### src/rtl/smc_pkg.sv
package smc_pkg;

  typedef enum logic [2:0] {
    S_IDLE = 3'd0,
    S_RD   = 3'd1,
    S_WR   = 3'd2,
    S_GAP  = 3'd3,
    S_MRG  = 3'd4
  } seq_st_t;

  localparam int HW = 16;

endpackage

### src/rtl/smc_cfg_mux.sv
module smc_cfg_mux #(
  parameter int NCS = 2,
  parameter int TW  = 4,
  parameter int CSW = 1
) (
  input  logic [CSW-1:0]    sel,
  input  logic [NCS*TW-1:0] f_rd_len,
  input  logic [NCS*TW-1:0] f_oe_lead,
  input  logic [NCS*TW-1:0] f_oe_trail,
  input  logic [NCS*TW-1:0] f_wr_lead,
  input  logic [NCS*TW-1:0] f_we_width,
  input  logic [NCS*TW-1:0] f_adv_width,
  input  logic [NCS*TW-1:0] f_turn_len,
  input  logic [NCS-1:0]    f_turn_all,
  output logic [TW-1:0]     rd_len,
  output logic [TW-1:0]     oe_lead,
  output logic [TW-1:0]     oe_trail,
  output logic [TW-1:0]     wr_lead,
  output logic [TW-1:0]     we_width,
  output logic [TW-1:0]     adv_width,
  output logic [TW-1:0]     turn_len,
  output logic              turn_all
);

  always_comb begin
    rd_len    = f_rd_len[sel*TW +: TW];
    oe_lead   = f_oe_lead[sel*TW +: TW];
    oe_trail  = f_oe_trail[sel*TW +: TW];
    wr_lead   = f_wr_lead[sel*TW +: TW];
    we_width  = f_we_width[sel*TW +: TW];
    adv_width = f_adv_width[sel*TW +: TW];
    turn_len  = f_turn_len[sel*TW +: TW];
    turn_all  = f_turn_all[sel];
  end

endmodule

### src/rtl/smc_byte_merge.sv
module smc_byte_merge (
  input  logic [15:0] old_hw,
  input  logic [7:0]  new_byte,
  input  logic        hi_lane,
  output logic [15:0] merged
);

  always_comb begin
    if (hi_lane) merged = {new_byte, old_hw[7:0]};
    else         merged = {old_hw[15:8], new_byte};
  end

endmodule

### src/rtl/smc_async_ctrl.sv
module smc_async_ctrl #(
  parameter int NCS = 2,
  parameter int TW  = 4,
  parameter int AW  = 12,
  localparam int CSW = (NCS > 1) ? $clog2(NCS) : 1
) (
  input  logic              clk,
  input  logic              rst,
  input  logic              req_valid,
  output logic              req_ready,
  input  logic              req_we,
  input  logic              req_byte,
  input  logic [CSW-1:0]    req_cs,
  input  logic [AW-1:0]     req_addr,
  input  logic [15:0]       req_wdata,
  output logic              rsp_done,
  output logic [15:0]       rsp_rdata,
  input  logic [NCS*TW-1:0] cfg_rd_len,
  input  logic [NCS*TW-1:0] cfg_oe_lead,
  input  logic [NCS*TW-1:0] cfg_oe_trail,
  input  logic [NCS*TW-1:0] cfg_wr_lead,
  input  logic [NCS*TW-1:0] cfg_we_width,
  input  logic [NCS*TW-1:0] cfg_adv_width,
  input  logic [NCS*TW-1:0] cfg_turn_len,
  input  logic [NCS-1:0]    cfg_turn_all,
  input  logic [NCS-1:0]    cfg_narrow,
  output logic [NCS-1:0]    mem_cs_n,
  output logic              mem_oe_n,
  output logic              mem_we_n,
  output logic              mem_adv_n,
  output logic [1:0]        mem_be_n,
  output logic [AW-2:0]     mem_addr,
  output logic [15:0]       mem_dq_o,
  input  logic [15:0]       mem_dq_i,
  output logic              mem_dq_oe
);
  import smc_pkg::*;

  localparam int CW = TW + 2;

  seq_st_t          st;
  logic [CW-1:0]    cnt;
  logic [CSW-1:0]   cur_cs;
  logic [AW-2:0]    cur_addr;
  logic             cur_lane;
  logic             byte_wr;
  logic             rmw;
  logic [15:0]      wdata_q;
  logic [15:0]      rbuf;
  logic             samp_q;
  logic             last_q;

  logic [TW-1:0] s_rd_len, s_oe_lead, s_oe_trail, s_wr_lead;
  logic [TW-1:0] s_we_width, s_adv_width, s_turn_len;
  logic          s_turn_all;
  logic [CW-1:0] e_rd, e_oel, e_oet, e_wrl, e_wel, e_adv, e_turn, e_wlast;
  logic [CW-1:0] acc_last;
  logic          acc_on, gap_req, narrow_req;
  logic [15:0]   mrg_hw;

  smc_cfg_mux #(.NCS(NCS), .TW(TW), .CSW(CSW)) u_cfg (
    .sel(cur_cs),
    .f_rd_len(cfg_rd_len), .f_oe_lead(cfg_oe_lead), .f_oe_trail(cfg_oe_trail),
    .f_wr_lead(cfg_wr_lead), .f_we_width(cfg_we_width),
    .f_adv_width(cfg_adv_width), .f_turn_len(cfg_turn_len),
    .f_turn_all(cfg_turn_all),
    .rd_len(s_rd_len), .oe_lead(s_oe_lead), .oe_trail(s_oe_trail),
    .wr_lead(s_wr_lead), .we_width(s_we_width), .adv_width(s_adv_width),
    .turn_len(s_turn_len), .turn_all(s_turn_all)
  );

  smc_byte_merge u_mrg (
    .old_hw(rbuf), .new_byte(wdata_q[7:0]), .hi_lane(cur_lane), .merged(mrg_hw)
  );

  always_comb begin
    e_rd     = CW'(s_rd_len);
    e_oel    = CW'(s_oe_lead);
    e_oet    = CW'(s_oe_trail);
    e_wrl    = CW'(s_wr_lead);
    e_wel    = CW'(s_we_width);
    e_adv    = CW'(s_adv_width);
    e_turn   = CW'(s_turn_len);
    e_wlast  = e_wrl + e_wel + CW'(1);
    acc_on   = (st == S_RD) || (st == S_WR);
    acc_last = (st == S_RD) ? e_rd : e_wlast;
    gap_req  = ((st == S_RD) || s_turn_all) && (s_turn_len != '0);
    narrow_req = req_we && req_byte && cfg_narrow[req_cs];
  end

  assign req_ready = (st == S_IDLE);
  assign rsp_rdata = rbuf;

  // sequencer
  always_ff @(posedge clk) begin
    if (rst) begin
      st       <= S_IDLE;
      cnt      <= '0;
      cur_cs   <= '0;
      cur_addr <= '0;
      cur_lane <= 1'b0;
      byte_wr  <= 1'b0;
      rmw      <= 1'b0;
      wdata_q  <= '0;
    end else begin
      case (st)
        S_IDLE: if (req_valid) begin
          cur_cs   <= req_cs;
          cur_addr <= req_addr[AW-1:1];
          cur_lane <= req_addr[0];
          wdata_q  <= req_wdata;
          byte_wr  <= req_we && req_byte;
          rmw      <= narrow_req;
          cnt      <= '0;
          st       <= (!req_we || narrow_req) ? S_RD : S_WR;
        end
        S_RD, S_WR: begin
          if (cnt == acc_last) begin
            cnt <= '0;
            if (gap_req)                  st <= S_GAP;
            else if (st == S_RD && rmw)   st <= S_MRG;
            else                          st <= S_IDLE;
            if (st == S_WR) rmw <= 1'b0;
          end else begin
            cnt <= cnt + CW'(1);
          end
        end
        S_GAP: begin
          if (cnt + CW'(1) == e_turn) begin
            cnt <= '0;
            st  <= rmw ? S_MRG : S_IDLE;
          end else begin
            cnt <= cnt + CW'(1);
          end
        end
        S_MRG: begin
          cnt <= '0;
          st  <= S_WR;
        end
        default: st <= S_IDLE;
      endcase
    end
  end

  // select lines, one register each
  for (genvar gi = 0; gi < NCS; gi++) begin : g_cs
    always_ff @(posedge clk) begin
      if (rst) mem_cs_n[gi] <= 1'b1;
      else     mem_cs_n[gi] <= !(acc_on && (cur_cs == CSW'(gi)));
    end
  end

  // pin register stage
  always_ff @(posedge clk) begin
    if (rst) begin
      mem_oe_n  <= 1'b1;
      mem_we_n  <= 1'b1;
      mem_adv_n <= 1'b1;
      mem_be_n  <= 2'b00;
      mem_addr  <= '0;
      mem_dq_o  <= '0;
      mem_dq_oe <= 1'b0;
      samp_q    <= 1'b0;
      last_q    <= 1'b0;
      rsp_done  <= 1'b0;
      rbuf      <= '0;
    end else begin
      mem_oe_n  <= !((st == S_RD) && (cnt >= e_oel) && (cnt + e_oet <= e_rd));
      mem_we_n  <= !((st == S_WR) && (cnt >= e_wrl) && (cnt <= e_wrl + e_wel));
      mem_adv_n <= !(acc_on && (cnt <= e_adv));
      mem_dq_oe <= (st == S_WR);
      mem_addr  <= cur_addr;
      if (rmw)          mem_dq_o <= mrg_hw;
      else if (byte_wr) mem_dq_o <= {wdata_q[7:0], wdata_q[7:0]};
      else              mem_dq_o <= wdata_q;
      if ((st == S_WR) && byte_wr && !rmw) mem_be_n <= cur_lane ? 2'b01 : 2'b10;
      else                                 mem_be_n <= 2'b00;
      samp_q   <= (st == S_RD) && (cnt + e_oet == e_rd);
      last_q   <= acc_on && (cnt == acc_last) && !((st == S_RD) && rmw);
      rsp_done <= last_q;
      if (samp_q) rbuf <= mem_dq_i;
    end
  end

endmodule


### config.mk
export PLATFORM = sky130hd
export DESIGN_NAME = smc_async_ctrl
export DESIGN_NICKNAME = d
export VERILOG_FILES = /design/src/rtl/smc_pkg.sv /design/src/rtl/smc_cfg_mux.sv /design/src/rtl/smc_byte_merge.sv /design/src/rtl/smc_async_ctrl.sv
export SDC_FILE = /design/constraint.sdc
export NUM_CORES = 1
export LEC_CHECK = 0
export ABC_AREA = 1
export ABC_CLOCK_PERIOD_IN_PS = 3300
export BUFFER_PORTS_ARGS = -buffer_cell sky130_fd_sc_hd__buf_4
export CAP_MARGIN = 5
export CORE_MARGIN = 2
export CORE_UTILIZATION = 52
export CTS_BUF_LIST = sky130_fd_sc_hd__clkbuf_4
export DETAILED_ROUTE_END_ITERATION = 12
export GPL_TIMING_DRIVEN = 0
export PLACE_DENSITY = 0.88
export SLEW_MARGIN = 20
export SYNTH_ARGS = -nofsm -noshare
export SYNTH_HDL_FRONTEND = slang
export SYNTH_SLANG_ARGS = --single-unit
### constraint.sdc
create_clock -name clk -period 3.3 [get_ports clk]
set_input_delay 0.165 -clock clk [delete_from_list [all_inputs] [get_ports clk]]
set_output_delay 0.165 -clock clk [all_outputs]
set_load 0.01 [all_outputs]
==> metrics, run 1 <==
status finished, final reports clean; area share of the largest cell type after synthesis 0.376; RR Endpoint rmw; antenna violations before repair 0; routed length per instance 14.7 um; diodes inserted 0; endpoints failing setup 0; count leader, synth nand2_1; routed vias/inst 5.30; Die Ht 102 um; critical-path maximum fanout 10; Reg2Reg Setup Slack 0.20 ns; num ports 163; Worst EP required 3.65 ns; Pleak 3.41 nW; die width 102 um; DR iter-0 viols 429; clk_lat worst skew 0.46 ns; clk slew on worst S/H paths 0.16 ns; Seq cells post-synth 94; Worst Setup Start Kind flip-flop; total die area 10400 um^2; Slowest cell on crit path fa_2; Slew Viols, Final 0; vias post-DR 5563; Least-Margin Pin Slew 0.719 ns; Root Driver clkbuf_4; post-synthesis sequential area ratio 0.376; Global Route Usage Sum 0.286; VDD IR-drop max 0.000420 V; CP arrival 3.45 ns; crit path capture rmw; share of layout cells above drive strength 1 0.238; Post-Syn Nets 843; first drt pass iteration count 5; global placement routability congestion 0.915; number of port buffers 160; Netlist cell types 40; first-pass GRT wire length 23700 um; fmax 322 MHz; CP top delay family adder cells; synthesized area 5000 um^2; final worst setup slack 0.199 ns; Post-synth ARST share 0; min-delay worst type in -> reg; number of global-route vias before repair 5212; FILL cells 693; FF/Latch Area 1890 um^2; Max clock buf depth 2; Tmin final 3.10 ns; row count 35; largest net degree at the start of global routing 19; synth cell count leaders nand2_1 (140), dfxtp_1 (94), inv_1 (81); CP most frequent cell nand2_1; Fin Clk Skew 0.0241 ns; DR DRC count 0; area leader, netlist dfxtp_1; post-DP HPWL 10300 um; post-layout net count 1059; Final Hold Viols 0; Multi-input gate area 2690 um^2; Area Overhead vs Synth 40.4%; crit-path max cell delay 0.60 ns; number of max-cap violations 0; worst slack at placement -0.367 ns; WP buf/inv 5; Stages on worst setup path 19; average cell area after synthesis 7.14 um^2; CTS Buf Count 9; final WL 15400 um; crit path kind reg -> reg; worst-path cell chain buf_8, buf_4, o21ai_4, inv_2, fa_2, ha_1, inv_1, nand2_1, nand2_1, nand2_1, nand2_1, nand2_1, nor2_2, nand3_2, o21ai_4, buf_4, nand2_1, nand2_1, a21oi_1; PD cells 602 nW/um^2; cell count after synthesis 700; Slew HR 0.516; initial core utilization 0.539; CP startpoint cur_cs; post-route ant nets 0; htree depth 3; cells on worst reg2reg path 19; dominant cells by area after synthesis dfxtp_1 (38%), nand2_1 (11%), ha_1 (7.8%); final core occ 0.756; Synth Flop Type dfxtp_1; EDFF count, synth 0; FF-to-FF Start cur_cs; Remaining Overflow, GRT 0; Critical Path End Type flip-flop; yosys synthesis warning count 0; core area 9280 um^2; fin crit share 0.940; Sink Count 94; CTS tree done
## power breakdown
group | total (mW) | internal (mW) | switching, mW
Sequential | 1.45 | 1.33 | 0.117
Combinational | 2.10 | 0.860 | 1.24
Clock | 0.687 | 0.248 | 0.439
## layer usage
layer	vias to the layer above	wire, um	GRT usage
li1	2714	-	-
met1	2526	6380	0.369
met2	272	7510	0.472
met3	51	1050	0.0540
met4	0	483	0.120
met5	-	0	0
## cell usage in the layout, fill, tap and decap left out, drive strengths merged, types with 2 or more instances in the layout
cell type,count
buf,172
nand2,146
dfxtp,94
inv,89
nor2,72
o21ai,69
a21oi,67
dlygate4sd3,40
nand3,40
clkbuf,33
ha,31
nand4,12
o211ai,10
mux2i,9
or2,8
xor2,7
nor3,3
xnor2,2
nor4,2
clkinvlp,2
o21bai,2
fa,2
## sequential cells by signal, indices dropped and copies added (netlist names), 2 cells and up
signal / cells
st: 3
cnt: 6
mem_addr: 11
rsp_rdata: 16
wdata_q: 16
cur_addr: 11
mem_be_n: 2
mem_cs_n: 2
mem_dq_o: 16
## area by class of cell
cell class              count  area share
plain buffers              30      0.0219
clock buffers               9     0.00963
clock inverters             7      0.0128
inverters                  86      0.0467
multi-input cells         489       0.383
flip-flops and latches     94       0.269
well taps                 129      0.0230
repair buffers            206       0.235
## how the worst min path moves through the flow
stage | start | endpoint | slack (ns) | cells past startpoint
after global placement | mem_dq_i[4] | rsp_rdata[4] | 0.39 | 3
after detailed placement | mem_dq_i[4] | rsp_rdata[4] | 0.39 | 3
after global routing | req_addr[2] | cur_addr[1] | 0.006 | 3
after CTS | req_addr[9] | cur_addr[8] | 0.00003 | 3
after floorplan | mem_dq_i[10] | rsp_rdata[10] | 0.30 | 2
final | req_addr[9] | cur_addr[8] | 0.002 | 3
## per-stage QoR
step	area (um^2)	std cells	total power, mW	hold slack (ns)	setup TNS [ns]
6_report	7020	1050	4.23	0.00154	0
3_5_place_dp	6360	989	3.36	0.392	-3.35
2_1_floorplan	5000	700	2.77	0.300	0
3_3_place_gp	6360	989	3.30	0.387	-3.10
5_1_grt	7020	1050	4.55	0.00568	-0.0177
4_1_cts	6900	1041	4.09	0.0000269	0
## worst register-to-register path, stage by stage, from the launching register on
cell and delay [ns]:
dfxtp_4 0.43, buf_8 0.15, buf_4 0.19, o21ai_4 0.18, inv_2 0.07, fa_2 0.60
ha_1 0.23, inv_1 0.07, nand2_1 0.07, nand2_1 0.07, nand2_1 0.05, nand2_1 0.06
nand2_1 0.06, nor2_2 0.09, nand3_2 0.11, o21ai_4 0.24, buf_4 0.16, nand2_1 0.05
nand2_1 0.05, a21oi_1 0.07
## what timing repair did
action	CTS	global route
gates resized for setup	9	18
pin swaps	5	3
hold endpoints to repair	35	5
setup buffers	2	4
setup endpoints to repair	13	12
hold buffers	35	5
## kinds of logic (layout without fill, tap and decap cells)
kind of cell               count (synthesis)  in the layout  synth area share
AOI/OAI and AO/OA                        154            154             0.166
DFF                                       94             94             0.376
muxes                                      9              9            0.0180
adders and majority gates                 33             33            0.0856
buffers and inverters                    117            338            0.0918
and+or+nand+nor                          284            284             0.247
xor gates and xnor gates                   9              9            0.0158
Note: power is estimated with default switching activity, not from simulation.
==> run 2, diff against run 1 <==
--- a/config.mk
+++ b/config.mk
@@ -14,8 +14,9 @@
 export CTS_BUF_LIST = sky130_fd_sc_hd__clkbuf_4
 export DETAILED_ROUTE_END_ITERATION = 12
 export GPL_TIMING_DRIVEN = 0
-export PLACE_DENSITY = 0.88
+export PLACE_DENSITY = 0.87
 export SLEW_MARGIN = 20
 export SYNTH_ARGS = -nofsm -noshare
 export SYNTH_HDL_FRONTEND = slang
+export SYNTH_HIERARCHICAL = 1
 export SYNTH_SLANG_ARGS = --single-unit
==> run 2 against run 1 <==
Compared with the run above:
- synthesized area is 6.6% higher
- combinational power hardly changed
- power is 1.3% higher
- sequential cell count stayed put
- sequential share of layout area is 0.69 points lower
- global-route usage is 0.064 points higher
- core utilization is 2.6 points lower
- register-to-register slack better by 0.06 ns
- sequential power hardly changed
- final cell count is 7.7% higher
- largest cell class unchanged
- largest power group unchanged
==> metrics, run 2 <==
post-DP HPWL 11300 um (+9.7%); Die Ht 105 um (+3.1%); Synth Flop Type dfxtp_1; global placement routability congestion 0.956 (+4.5%); number of global-route vias before repair 5656 (+8.5%); Seq cells post-synth 94 (unchanged); CTS Buf Count 9 (unchanged); area leader, netlist dfxtp_1; die width 105 um (+3.1%); fin crit share 0.922 (-0.0175); Global Route Usage Sum 0.287 (+0.000639); Sink Count 94 (unchanged); Slowest cell on crit path fa_2; FF/Latch Area 1890 um^2 (unchanged); min-delay worst type in -> reg; Netlist cell types 40 (unchanged); sequential share of power 0.343 (about the same); Multi-input gate area 2890 um^2 (+7.7%); crit-path max cell delay 0.57 ns (-0.03 ns); Worst EP required 3.65 ns (about the same); post-route ant nets 0 (unchanged); number of port buffers 161 (+0.63%); VDD IR-drop max 0.000324 V (-23%); antenna violations before repair 0 (unchanged); Slew HR 0.531 (+0.0149); Area Overhead vs Synth 35.2%; core area 9860 um^2 (+6.3%); final WL 15800 um (+2.4%); Critical Path End Type flip-flop; Max clock buf depth 2 (unchanged); share of layout cells above drive strength 1 0.230 (-0.00732); NetSw 1.80 mW (+0.51%); CP most frequent cell nand2_1; Post-synth ARST share 0 (unchanged); clk_lat worst skew 0.45 ns (about the same); Net Sw Frac 0.421 (-0.00341); routed vias/inst 5.23 (-1.3%); number of max-cap violations 0 (unchanged); area share of the largest cell type after synthesis 0.353 (-0.0232); first drt pass iteration count 5 (unchanged); PD cells 595 nW/um^2 (-1.3%); routed length per instance 14.0 um (-4.9%); synthesized area 5330 um^2 (+6.6%); CTS tree done; critical-path maximum fanout 10 (unchanged); WHS 0.000629 ns (-0.000910 ns); RSZ-0062 raised after global routing false; Internal Power 2.48 mW (+1.9%); count leader, synth nand2_1; largest net degree at the start of global routing 17 (-2); clock network power share 0.165 (+0.003); initial core utilization 0.540 (+0.00154); Worst Setup Start Kind flip-flop; vias post-DR 5915 (+6.3%); postcts setup bufs 0 (-2); average cell area after synthesis 6.76 um^2 (-5.3%); dominant cells by area after synthesis dfxtp_1 (35%), nand2_1 (14%), nor2_1 (8.0%); total die area 11100 um^2 (+6.3%); Post-Syn Nets 931 (+10%); Slew Viols, Final 0 (unchanged); DR iter-0 viols 535 (+25%); worst-path cell chain inv_2, buf_4, buf_6, nand2_1, nand2_1, ha_1, fa_2, ha_1, nand2_2, nand2_1, nand2_1, nand2_1, nor2_2, nand3b_4, nor2_4, nand2_4, nand2_4, nand2_2, nand2_1, nand2_1, nand2_1, inv_1; Fin Clk Skew 0.0197 ns (-0.00437 ns); fmax 329 MHz (+1.9%); Pleak 3.74 nW (+9.5%); htree depth 3 (unchanged); FILL cells 777 (+12%); diodes inserted 0 (unchanged); clk slew on worst S/H paths 0.15 ns (about the same); DR DRC count 0 (unchanged); combinational power share 0.491 (-0.005); Remaining Overflow, GRT 0 (unchanged); endpoints failing setup 0 (unchanged); Final TNS setup 0 ns (unchanged); cell count after synthesis 788 (+13%); most frequent cells in the layout nand2_1 (196), buf_4 (163), nor2_1 (113); status finished, final reports clean; first-pass GRT wire length 25900 um (+9.4%); Least-Margin Pin Slew 0.698 ns (-0.0202 ns); CP arrival 3.39 ns (-0.06 ns); crit path kind reg -> reg; synth cell count leaders nand2_1 (196), nor2_1 (113), dfxtp_1 (94); Tmin final 3.04 ns (-0.0578 ns); yosys synthesis warning count 6 (+6); post-layout net count 1136 (+7.3%); EDFF count, synth 0 (unchanged); Root Driver clkbuf_4; post-synthesis sequential area ratio 0.353 (-0.0232); commonest non-fill, non-tap cell in the layout nand2_1; Final Hold Viols 0 (unchanged); row count 36 (+2.9%); num ports 163 (unchanged)
[run 2: cell count changes after synthesis, moves of 3 or more]
cell      change
clkbuf_1      -5
nor2_1       +43
nand3_2       -3
o21ai_0      +14
nand3_1       -8
xor2_1        -4
nand2_2      +17
nand2_1      +56
a21oi_1      -32
inv_1        +12
mux2i_1       -8
o21ai_1       -3
[run 2: per-layer routing]
layer / global-route usage / share of wire / wire [um]
met3: 0.0544 / 0.078 / 1230
met4: 0.107 / 0.034 / 531
met1: 0.366 / 0.42 / 6560
met2: 0.482 / 0.47 / 7470
met5: 0 / 0 / 0
[run 2: power groups by stage]
stage	clock network, mW	logic [mW]	registers [mW]
after global routing	0.751	2.37	1.49
final	0.708	2.11	1.47
after detailed placement	0	2.02	1.49
after global placement	0	1.97	1.48
after floorplan	0	1.41	1.49
after CTS	0.709	2.07	1.46
[run 2: repair_timing]
item	in CTS	in global routing
resized for setup	0	3
hold endpoints to repair	33	0
hold buffers	33	0
setup endpoints to repair	0	4
[run 2: kinds of logic after synthesis]
family                     after synthesis  synth area share
buffers and inverters                  131             0.104
AOI/OAI and AO/OA                      128             0.128
xor gates and xnor gates                 7            0.0115
muxes                                    1           0.00188
and+or+nand+nor                        394             0.321
adders and majority gates               33            0.0803
DFF                                     94             0.353
[run 2: layout make-up]
class / instances / share of cell area
sequential: 94 / 0.262
timing repair buffer: 194 / 0.214
inverter: 100 / 0.0532
buffer: 31 / 0.0240
multi-input combinational: 563 / 0.402
clock buffer: 9 / 0.00938
tap: 133 / 0.0231
clock inverter: 7 / 0.0134
[run 2: path summary, 6_finish.rpt]
path	startpoint	to	slack, ns	cells after the start
min reg2reg	last_q	rsp_done	0.42	2
min	req_addr[6]	cur_addr[5]	0.0006	3
max	cur_cs	cnt[3]	0.26	22
max reg2reg	cur_cs	cnt[3]	0.26	22
[run 2: worst max-delay path, delay by kind of cell, from the launching register on]
family / cells / cell delay (ns)
simple gates: 15 / 1.11
fa+ha+maj: 3 / 1.04
buf+inv: 4 / 0.40
flops: 1 / 0.39
[run 2: per-stage QoR]
stage	area (um^2)	worst slack (ns)	total power, mW	std cells	util
3_3_place_gp	6700	0.264	3.45	1082	0.679
4_1_cts	7200	0.199	4.24	1131	0.730
6_report	7200	0.256	4.28	1131	0.730
5_1_grt	7200	0.0229	4.61	1131	0.730
3_5_place_dp	6700	0.229	3.51	1082	0.679
2_1_floorplan	5330	0.517	2.90	788	-
==> run 3, diff against run 2 <==
--- a/config.mk
+++ b/config.mk
@@ -5,7 +5,6 @@
 export SDC_FILE = /design/constraint.sdc
 export NUM_CORES = 1
 export LEC_CHECK = 0
-export ABC_AREA = 1
 export ABC_CLOCK_PERIOD_IN_PS = 3300
 export BUFFER_PORTS_ARGS = -buffer_cell sky130_fd_sc_hd__buf_4
 export CAP_MARGIN = 5
==> run 3 against run 2 <==
Compared with the run above:
- largest power group unchanged
- clock skew increased by 0.015 ns
- the flow now finishes with violations (setup timing)
- final cell count is 15% lower
- highest routed layer unchanged
- clock-buffer cell count unchanged
- largest cell class unchanged
==> metrics, run 3 <==
count leader, synth dfxtp_1; Post-DP Area 6690 um^2 (-0.26%); first drt pass iteration count 5 (unchanged); PD cells 534 nW/um^2 (-10%); die width 105 um (-0.38%); post-route ant nets 0 (unchanged); clk_lat worst skew 0.46 ns (about the same); Post-Syn Nets 735 (-21%); VDD IR-drop max 0.000292 V (-10%); cell count after synthesis 592 (-25%); area share of the largest cell type after synthesis 0.356 (+0.00284); min-delay worst type in -> reg; RR Endpoint cnt[2]; Tot Pwr 4.01 mW (-6.4%); Slew Viols, Final 0 (unchanged); yosys synthesis warning count 6 (unchanged); core area 9820 um^2 (-0.46%); Worst EP required 3.71 ns (+0.06 ns); Area Overhead vs Synth 42.1%; initial core utilization 0.538 (-0.00185); Tmin final 3.35 ns (+0.308 ns); critical-path maximum fanout 5 (-5); met3 WL 1260 um (+2.2%); post-DP HPWL 11300 um (-0.42%); routed vias/inst 5.60 (+7.2%); global placement routability congestion 0.851 (-11%); Post-synth ARST share 0 (unchanged); final WL 16800 um (+6.1%); Final Instance Area 7510 um^2 (+4.3%); post-synthesis sequential area ratio 0.356 (+0.00284); clk slew on worst S/H paths 0.17 ns (+0.02 ns); WHS Endpoint wdata_q[3]; EDFF count, synth 0 (unchanged); WL met1 6290 um (-4.1%); Die Ht 105 um (-0.38%); first-pass GRT wire length 25700 um (-0.69%); endpoints failing setup 7 (+7); Pleak 3.29 nW (-12%); Least-Margin Pin Slew 0.780 ns (+0.0814 ns); num ports 163 (unchanged); DR iter-0 viols 469 (-12%); Fin Clk Skew 0.0348 ns (+0.0151 ns); htree depth 3 (unchanged); routed length per instance 17.4 um (+25%); Remaining Overflow, GRT 0 (unchanged); min-delay src req_wdata[3]; Root Driver clkbuf_4; Critical Path End Type flip-flop; Global Route Usage Sum 0.291 (+0.00420); Seq cells post-synth 94 (unchanged); post-layout net count 969 (-15%); met2 wire length 8380 um (+12%); Netlist cell types 60 (+50%); Slew HR 0.480 (-0.0507); row count 36 (unchanged); CP arrival 3.76 ns (+0.37 ns); Sink Count 94 (unchanged); dominant cells by area after synthesis dfxtp_1 (36%), ha_1 (7.3%), mux2i_1 (6.8%); Reg2Reg Setup Slack -0.05 ns (-0.31 ns); fmax 298 MHz (-9.2%); DR top layer met4; RSZ-0062 raised after global routing true; violated checks setup timing; average cell area after synthesis 8.93 um^2 (+32%); final worst setup slack -0.0519 ns (-0.308 ns); CTS tree done; diodes inserted 0 (unchanged); status finished, violations left; dpl cells 887 (-18%); WHS Path Cells 3 (unchanged); number of global-route vias before repair 5353 (-5.4%); synth cell count leaders dfxtp_1 (94), nand2_1 (81), nor2_1 (56); Final Hold Viols 0 (unchanged); number of max-cap violations 0 (unchanged); area leader, netlist dfxtp_1; fin crit share 1.02 (+0.0934); Synth Flop Type dfxtp_1; largest net degree at the start of global routing 17 (unchanged); total die area 11000 um^2 (-0.77%); number of port buffers 162 (+0.62%); antenna violations before repair 0 (unchanged); Worst Setup Start Kind flip-flop; crit path kind reg -> reg; final core occ 0.765 (+0.0348); Layout Cells excl Fill 963 (-15%); DR DRC count 0 (unchanged); commonest non-fill, non-tap cell in the layout buf_4; WHS 0.00670 ns (+0.00607 ns); synthesized area 5290 um^2 (-0.80%); share of layout cells above drive strength 1 0.330 (+0.0997); most frequent cells in the layout buf_4 (174), dfxtp_1 (93), nand2_1 (80); Max clock buf depth 2 (unchanged); CTS Buf Count 9 (unchanged); cells on worst reg2reg path 15 (-32%); vias post-DR 5397 (-8.8%); FF-to-FF Start cur_cs
## run 3: how the worst max path moves through the flow
stage | from | to | slack, ns | cells after the start
after CTS | cur_cs | st[0] | 0.01 | 16
after global routing | cur_cs | cnt[2] | -0.11 | 15
after detailed placement | cur_cs | mem_we_n | -0.31 | 14
after floorplan | cur_cs | mem_we_n | 0.007 | 14
final | cur_cs | cnt[2] | -0.05 | 15
after global placement | cur_cs | mem_we_n | -0.18 | 14
## run 3: repair_timing
action,in CTS,in global routing
buffers inserted,8,9
setup endpoints to repair,10,10
pin swaps,3,9
hold buffers,44,0
gates resized for setup,5,18
hold endpoints to repair,44,0
gates cloned,0,1
## run 3: layer usage
metal	global-route usage	up-vias
met3	0.0618	85
li1	-	2507
met1	0.333	2525
met4	0.112	0
met2	0.528	280
met5	0	-
## run 3: cell families after synthesis
group           after synthesis  synth area share
mux                          82             0.180
compound gates               94             0.107
fa+ha+maj                    33            0.0810
simple gates                219             0.202
flops                        94             0.356
xor+xnor                     14            0.0246
buf+inv                      56            0.0481
## run 3: layout make-up
class	instances	area [um^2]
sequential	94	1890
clock buffer	9	67.6
timing repair buffer	223	1820
inverter	21	78.8
tap	133	166
clock inverter	6	71.3
multi-input combinational	442	3230
fill	653	2310
buffer	35	193
## run 3: through the flow
stage | setup WS (ns) | setup TNS, ns
global route | -0.109 | -0.547
finish | -0.0519 | -0.172
detailed placement | -0.306 | -0.762
floorplan | 0.00657 | 0
global placement | -0.182 | -0.188
CTS | 0.0135 | 0
## run 3: where the power goes
group	switching, mW	internal [mW]
Combinational	1.04	0.943
Clock	0.413	0.235
Sequential	0.102	1.28
## run 3: critical path: stages, from the launching register on
cell and delay [ns]:
dfxtp_4 0.39, buf_12 0.13, buf_12 0.12, mux2_4 0.30
ha_4 0.17, fa_2 0.55, buf_6 0.12, ha_4 0.14
nand2_4 0.05, nor3_4 0.20, mux2i_2 0.28, xor2_2 0.14
a31oi_4 0.31, buf_6 0.16, nand3b_1 0.08, a31oi_1 0.16
